File: config.mk
export PLATFORM = sky130hd
export DESIGN_NAME = dma_endirq_ctrl
export DESIGN_NICKNAME = d
export VERILOG_FILES = /design/src/rtl/dma_endirq_pkg.sv /design/src/rtl/dma_endirq_count.sv /design/src/rtl/dma_endirq_cause.sv /design/src/rtl/dma_endirq_flag.sv /design/src/rtl/dma_endirq_ctrl.sv
export SDC_FILE = /design/constraint.sdc
export NUM_CORES = 1
export LEC_CHECK = 0
export BUFFER_PORTS_ARGS = -buffer_cell sky130_fd_sc_hd__buf_4
export CAP_MARGIN = 20
export CORE_MARGIN = 5
export CORE_UTILIZATION = 53
export DETAILED_ROUTE_END_ITERATION = 7
export GPL_ROUTABILITY_DRIVEN = 0
export PLACE_DENSITY = 0.76
export SLEW_MARGIN = 40
export SYNTH_ARGS = -nofsm -noshare
export SYNTH_HDL_FRONTEND = slang
export SYNTH_HIERARCHICAL = 1
export SYNTH_SLANG_ARGS = --single-unit
File: constraint.sdc
create_clock -name clk -period 3 [get_ports clk]
set_input_delay 0.6 -clock clk [delete_from_list [all_inputs] [get_ports clk]]
set_output_delay 0.6 -clock clk [all_outputs]
set_load 0.01 [all_outputs]
File: src/rtl/dma_endirq_pkg.sv
package dma_endirq_pkg;

    typedef enum logic [1:0] {
        ADDR_CTRL = 2'd0,
        ADDR_STAT = 2'd1,
        ADDR_CNT  = 2'd2,
        ADDR_NONE = 2'd3
    } reg_addr_e;

    localparam int CAUSE_N   = 4;
    localparam int CTRL_BITS = 3 + CAUSE_N;
    localparam int FLAG_N    = 2;

    localparam int FLAG_DONE = 0;
    localparam int FLAG_ESC  = 1;

    typedef struct packed {
        logic [CAUSE_N-1:0] cause_ie;
        logic               esc_ie;
        logic               done_ie;
        logic               en;
    } ctrl_t;

endpackage

File: src/rtl/dma_endirq_count.sv
module dma_endirq_count #(
    parameter int CNT_W = 8
) (
    input  logic             clk,
    input  logic             rst,
    input  logic             load,
    input  logic [CNT_W-1:0] ld_val,
    input  logic             dec,
    output logic [CNT_W-1:0] cnt,
    output logic             zero_hit
);

    typedef struct packed {
        logic [CNT_W-1:0] cnt;
    } cnt_state_t;

    cnt_state_t st_d, st_q;

    always_comb begin
        st_d = st_q;
        if (load) begin
            st_d.cnt = ld_val;
        end else if (dec && (st_q.cnt != '0)) begin
            st_d.cnt = st_q.cnt - CNT_W'(1);
        end
    end

    always_ff @(posedge clk) begin
        if (rst) st_q <= '0;
        else     st_q <= st_d;
    end

    assign cnt      = st_q.cnt;
    assign zero_hit = dec && !load && (st_q.cnt == CNT_W'(1));

    p_saturate_r2: assert property (@(posedge clk) disable iff (rst)
        (st_q.cnt == '0 && !load) |=> (st_q.cnt == '0));

    p_step_down_r2: assert property (@(posedge clk) disable iff (rst)
        (dec && !load && st_q.cnt != '0) |=> (st_q.cnt == $past(st_q.cnt) - CNT_W'(1)));

endmodule

File: src/rtl/dma_endirq_cause.sv
module dma_endirq_cause
    import dma_endirq_pkg::*;
(
    input  logic               clk,
    input  logic               rst,
    input  logic               activate,
    input  logic               chan_en,
    input  logic               size_err,
    input  logic               blk_mode,
    input  logic               src_ovf,
    input  logic               dst_ovf,
    input  logic [CAUSE_N-1:0] cause_ie,
    output logic               abort
);

    typedef struct packed {
        logic blk;
        logic pend;
    } cause_state_t;

    cause_state_t st_d, st_q;
    logic [CAUSE_N-1:0] raw;
    logic [CAUSE_N-1:0] gated;
    logic               take_act;
    logic               blk_fall;

    always_comb begin
        take_act = activate && chan_en;
        blk_fall = st_q.blk && !blk_mode;
        raw[0]   = take_act && size_err;
        raw[1]   = take_act && st_q.pend;
        raw[2]   = src_ovf;
        raw[3]   = dst_ovf;

        st_d     = st_q;
        st_d.blk = blk_mode;
        if (blk_fall)      st_d.pend = 1'b1;
        else if (take_act) st_d.pend = 1'b0;
    end

    for (genvar i = 0; i < CAUSE_N; i++) begin : g_gate
        assign gated[i] = raw[i] && cause_ie[i];
    end

    assign abort = |gated;

    always_ff @(posedge clk) begin
        if (rst) st_q <= '0;
        else     st_q <= st_d;
    end

    p_fall_arms_r6: assert property (@(posedge clk) disable iff (rst)
        (st_q.blk && !blk_mode) |=> st_q.pend);

    p_abort_needs_enable_r8: assert property (@(posedge clk) disable iff (rst)
        abort |-> (cause_ie != '0));

endmodule

File: src/rtl/dma_endirq_flag.sv
module dma_endirq_flag (
    input  logic clk,
    input  logic rst,
    input  logic set,
    input  logic resume,
    input  logic rd_hit,
    input  logic wr_hit,
    input  logic wbit,
    output logic flag,
    output logic flag_nxt
);

    typedef struct packed {
        logic flag;
        logic armed;
    } flag_state_t;

    flag_state_t st_d, st_q;

    always_comb begin
        st_d = st_q;
        if (rd_hit && st_q.flag) st_d.armed = 1'b1;
        if (wr_hit) begin
            if (st_q.armed && !wbit) st_d.flag = 1'b0;
            st_d.armed = 1'b0;
        end
        if (resume) begin
            st_d.flag  = 1'b0;
            st_d.armed = 1'b0;
        end
        if (set) st_d.flag = 1'b1;
    end

    always_ff @(posedge clk) begin
        if (rst) st_q <= '0;
        else     st_q <= st_d;
    end

    assign flag     = st_q.flag;
    assign flag_nxt = st_d.flag;

    p_clear_needs_read_r10: assert property (@(posedge clk) disable iff (rst)
        ($fell(st_q.flag) && !$past(resume)) |-> $past(st_q.armed));

    p_set_wins_r11: assert property (@(posedge clk) disable iff (rst)
        set |=> st_q.flag);

endmodule

File: src/rtl/dma_endirq_ctrl.sv
module dma_endirq_ctrl
    import dma_endirq_pkg::*;
#(
    parameter int CNT_W = 8
) (
    input  logic             clk,
    input  logic             rst,
    input  logic             reg_wr,
    input  logic             reg_rd,
    input  logic [1:0]       reg_addr,
    input  logic [CNT_W-1:0] reg_wdata,
    output logic [CNT_W-1:0] reg_rdata,
    input  logic             xfer_done,
    input  logic             activate,
    input  logic             size_err,
    input  logic             blk_mode,
    input  logic             src_ovf,
    input  logic             dst_ovf,
    output logic             chan_en,
    output logic             irq_done,
    output logic             irq_esc
);

    localparam int PAD_W = CNT_W - CTRL_BITS;

    typedef struct packed {
        ctrl_t ctrl;
        logic  irq_done;
        logic  irq_esc;
    } top_state_t;

    top_state_t st_d, st_q;

    logic              wr_ctrl, wr_stat, wr_cnt, rd_stat, resume;
    logic              dec, zero_hit, abort;
    logic [CNT_W-1:0]  cnt;
    logic [FLAG_N-1:0] flag_set, flag_q, flag_nxt;

    always_comb begin
        wr_ctrl = reg_wr && (reg_addr == ADDR_CTRL);
        wr_stat = reg_wr && (reg_addr == ADDR_STAT);
        wr_cnt  = reg_wr && (reg_addr == ADDR_CNT);
        rd_stat = reg_rd && (reg_addr == ADDR_STAT);
        resume  = wr_ctrl && reg_wdata[0];
        dec     = xfer_done && st_q.ctrl.en;
        flag_set[FLAG_DONE] = zero_hit;
        flag_set[FLAG_ESC]  = abort;
    end

    dma_endirq_count #(.CNT_W(CNT_W)) u_count (
        .clk      (clk),
        .rst      (rst),
        .load     (wr_cnt),
        .ld_val   (reg_wdata),
        .dec      (dec),
        .cnt      (cnt),
        .zero_hit (zero_hit)
    );

    dma_endirq_cause u_cause (
        .clk      (clk),
        .rst      (rst),
        .activate (activate),
        .chan_en  (st_q.ctrl.en),
        .size_err (size_err),
        .blk_mode (blk_mode),
        .src_ovf  (src_ovf),
        .dst_ovf  (dst_ovf),
        .cause_ie (st_q.ctrl.cause_ie),
        .abort    (abort)
    );

    for (genvar f = 0; f < FLAG_N; f++) begin : g_flag
        dma_endirq_flag u_flag (
            .clk      (clk),
            .rst      (rst),
            .set      (flag_set[f]),
            .resume   (resume),
            .rd_hit   (rd_stat),
            .wr_hit   (wr_stat),
            .wbit     (reg_wdata[f]),
            .flag     (flag_q[f]),
            .flag_nxt (flag_nxt[f])
        );
    end

    always_comb begin
        st_d = st_q;
        if (wr_ctrl) st_d.ctrl = reg_wdata[CTRL_BITS-1:0];
        if (|flag_set) st_d.ctrl.en = 1'b0;
        st_d.irq_done = flag_nxt[FLAG_DONE] && st_d.ctrl.done_ie;
        st_d.irq_esc  = flag_nxt[FLAG_ESC]  && st_d.ctrl.esc_ie;
    end

    always_ff @(posedge clk) begin
        if (rst) st_q <= '0;
        else     st_q <= st_d;
    end

    always_comb begin
        unique case (reg_addr)
            ADDR_CTRL: reg_rdata = {{PAD_W{1'b0}}, st_q.ctrl};
            ADDR_STAT: reg_rdata = {{(CNT_W-FLAG_N){1'b0}}, flag_q};
            ADDR_CNT:  reg_rdata = cnt;
            default:   reg_rdata = '0;
        endcase
    end

    assign chan_en  = st_q.ctrl.en;
    assign irq_done = st_q.irq_done;
    assign irq_esc  = st_q.irq_esc;

    p_irq_level_r4: assert property (@(posedge clk) disable iff (rst)
        (irq_done == (flag_q[FLAG_DONE] && st_q.ctrl.done_ie)) &&
        (irq_esc  == (flag_q[FLAG_ESC]  && st_q.ctrl.esc_ie)));

    p_done_stops_r3: assert property (@(posedge clk) disable iff (rst)
        $rose(flag_q[FLAG_DONE]) |-> !chan_en);

    p_esc_stops_r5: assert property (@(posedge clk) disable iff (rst)
        $rose(flag_q[FLAG_ESC]) |-> !chan_en);

    p_resume_clears_r9: assert property (@(posedge clk) disable iff (rst)
        (resume && !(|flag_set)) |=> (flag_q == '0) && chan_en);

endmodule

==> impl_metrics.csv <==
group,metric,value,unit
status,status,"complete, no violations",
logic_synthesis,yosysSeqAreaShare,32.3,%
final_layout,num_antenna_cells,0,
global_routing,antenna_found_initial,0,
global_routing,grt_pass1_vias,1254,
power_and_ir_drop,p_clk_share,24.0,%
critical_path,arrival,2410,ps
power_and_ir_drop,intPower,0.430,mW
detailed_routing,drt_iter0_markers,54,
logic_synthesis,yosys.area.top_type,"dfxtp_1",
detailed_routing,first_pass_iters,4,
critical_path,crit_type,"input pin to flip-flop",
power_and_ir_drop,p_sw,0.168,mW
cts,cts-root-buf,"clkbuf_4",
cts,cts_buffers,3,
sta,drv_slew,0,
placement,dp_hpwl,2.57,mm
detailed_routing,routed_wirelength,3.39,mm
logic_synthesis,syn-cell-area,1420,um^2
cts,ctsHoldBuffers,0,
sta,max_freq,466,MHz
global_routing,grt_usage,19.9,%
logic_synthesis,avgSynthCellArea,9.31,um^2
cts,cts.repair.resized,0,
detailed_routing,postRouteAntennaNets,0,
power_and_ir_drop,p_leak,0.654,nW
detailed_routing,drc,0,
final_layout,seq_area,460,um^2
sta,clock_skew,10.4,ps
global_routing,grt_max_degree,35,
detailed_routing,vias,1252,
global_routing,overflow,0,
floorplan,die_h,61.8,um
detailed_routing,vias_per_cell,5.91,
cts,htreeDepth,1,
logic_synthesis,yosys-top-cells-area,"dfxtp_1 32%, mux2i_1 11%, nand2b_1 6.6%",
placement,placedCellCount,208,
power_and_ir_drop,seq_power_share,55.7,%
cts,cts_setup_buffers,0,
critical_path,cp-start-kind,"input pin",
cts,cts_max_path_buffers,2,
final_layout,fill_cells,225,
cts,worstSkewPairLatency,310,ps
sta,tightest_slew,509,ps
sta,fin_ws,852,ps
sta,slew_headroom,66.0,%
logic_synthesis,syn_nets,176,
critical_path,critical_path_required,3260,ps
floorplan,ios,31,
floorplan,die-width,61.8,um
critical_path,path_max_fanout,11,
placement,io_buffers,30,
logic_synthesis,synth_ff_type,"dfxtp_1",
logic_synthesis,synthArstFlopShare,0,%
logic_synthesis,yosys_warnings,6,
final_layout,syn2layout_area_growth,18.7,%
power_and_ir_drop,p_comb_share,20.3,%
floorplan,core-area,2520,um^2
sta,rsz0062_at_grt,"false",
logic_synthesis,synth_edf_count,0,
sta,fin_crit_sh,71.6,%
sta,whs,477,ps
cts,clkTransAtPathRegs,130,ps
run,drv_cap,0,
power_and_ir_drop,totalPowerFinal,0.598,mW
sta,finalCriticalPeriod,2150,ps
logic_synthesis,ys_types,46,
final_layout,fin_cells,212,
power_and_ir_drop,powerDensity,354,nW/um^2
power_and_ir_drop,ir_worst_vdd,266,uV
sta,setup_tns,0,ps
sta,hold_viol,0,
floorplan,die_area,3820,um^2
logic_synthesis,netlist.area_leader.share,32.3,%
floorplan,start_util,56.4,%
floorplan,rows,18,
final_layout,multiInputGateArea,895,um^2
logic_synthesis,synth_cells,153,
final_layout,drive_gt1_share,26.9,%
global_routing,grt_pass1_wl,5.60,mm
placement,place_ws,536,ps
sta,report.final.setup_viol,0,
cts,cts_tree,"built",
power_and_ir_drop,swShare,28.1,%
min_path,hp-class,"flip-flop to flip-flop",
critical_path,cp-end-kind,"flip-flop",
cts,clock-sinks,23,
detailed_routing,routedWlPerCell,16.0,um
final_layout,fin_nets,206,
logic_synthesis,ys_seq_elements,23,
## final cells by class
class                      instances  area share [%]
multi-input combinational        115            52.9
sequential                        23            27.2
clock buffer                       3            1.33
clock inverter                     1           0.296
inverter                           8            1.78
tap                               30            2.22
timing repair buffer              32            14.2
## routing by layer
| metal | vias to the layer above | GRT usage [%] | routed length, um |
|---|---|---|---|
| li1 | 614 | - | - |
| met1 | 598 | 23.9 | 1510 |
| met2 | 32 | 34.7 | 1600 |
| met3 | 8 | 3.31 | 194 |
| met4 | 0 | 8.79 | 85 |
| met5 | - | 0 | 0 |
## critical path: stages
cell and delay (ps):
buf_4 160, nor2b_2 180, and2_1 260, inv_1 110
nand4b_1 90, nor3_1 340, and4bb_1 290, a21oi_1 160
nand3b_1 90, mux2i_1 120
## power groups by stage
stage	sequential, mW	clock [mW]	combinational, mW
after floorplan	0.335	0	0.0783
after global placement	0.339	0	0.117
after detailed placement	0.340	0	0.120
after CTS	0.333	0.151	0.121
after global routing	0.335	0.169	0.132
final	0.333	0.144	0.121
## state kept, by name (all words and copies together), names as in the netlist
name / cells
g_flag.u_flag/st_q: 2
chan_en: 1
u_cause/st_q: 2
irq_done: 1
g_flag.u_flag/flag: 2
u_count/cnt: 8
st_q: 6
irq_esc: 1
## logic make-up after synthesis
logic type / Yosys count / share of synthesized area [%]
AO/OA/AOI/OAI: 27 / 14.7
XOR/XNOR: 3 / 1.85
adder cells (fa/ha/maj): 3 / 2.64
buffers and inverters: 15 / 4.83
flip-flops: 23 / 32.3
multiplexers: 17 / 12.3
AND/OR/NAND/NOR: 65 / 31.4
## layout by cell type (no fill, tap or decap), types with 2 or more instances in the layout
| master | count |
|---|---|
| buf_4 | 32 |
| dfxtp_1 | 23 |
| mux2i_1 | 16 |
| nand2b_1 | 15 |
| nor2_1 | 12 |
| inv_1 | 8 |
| a21oi_1 | 7 |
| nand3b_1 | 5 |
| and2_1 | 4 |
| a211oi_1 | 4 |
| nor4b_1 | 3 |
| clkbuf_4 | 3 |
| a211oi_2 | 3 |
| nor4_1 | 3 |
| nor3_1 | 3 |
| xnor2_1 | 3 |
| ha_1 | 3 |
| o2bb2ai_1 | 2 |
| and3b_1 | 2 |
| nor3b_2 | 2 |
| and4bb_1 | 2 |
| nand2_1 | 2 |
| a22oi_1 | 2 |
| nor4_2 | 2 |
## synth_stat cells, types with 3 or more instances
cell type and number:
nor4_1 3, nor3_1 3, a211oi_2 3, a21oi_1 7
dfxtp_1 23, nand2b_1 15, xnor2_1 3, inv_1 8
ha_1 3, a211oi_1 4, mux2i_1 16, and2_1 4
nor4b_1 3, nand3b_1 5, nor2_1 12, clkbuf_1 4
## path summary, 6_finish.rpt
| check | startpoint | endpoint | slack (ps) | depth (start not counted) |
|---|---|---|---|---|
| max | reg_addr[1] | irq_done$_SDFF_PP0_ | 850 | 10 |
| min | u_cause/st_q[1]$_SDFF_PP0_ | u_cause/st_q[0]$_SDFFE_PP0P_ | 480 | 2 |
| max reg2reg | u_count/cnt[2]$_SDFFE_PP0P_ | irq_done$_SDFF_PP0_ | 900 | 6 |
| min reg2reg | u_cause/st_q[1]$_SDFF_PP0_ | u_cause/st_q[0]$_SDFFE_PP0P_ | 480 | 2 |
## through the flow
| stage | area [um^2] | util [%] |
|---|---|---|
| after floorplan | 1420 | - |
| after global placement | 1660 | 65.9 |
| after CTS | 1690 | 67.0 |
| after detailed placement | 1660 | 65.9 |
| after global routing | 1690 | 67.0 |
| final | 1690 | 67.0 |
Power figures use the tool's default switching activity.
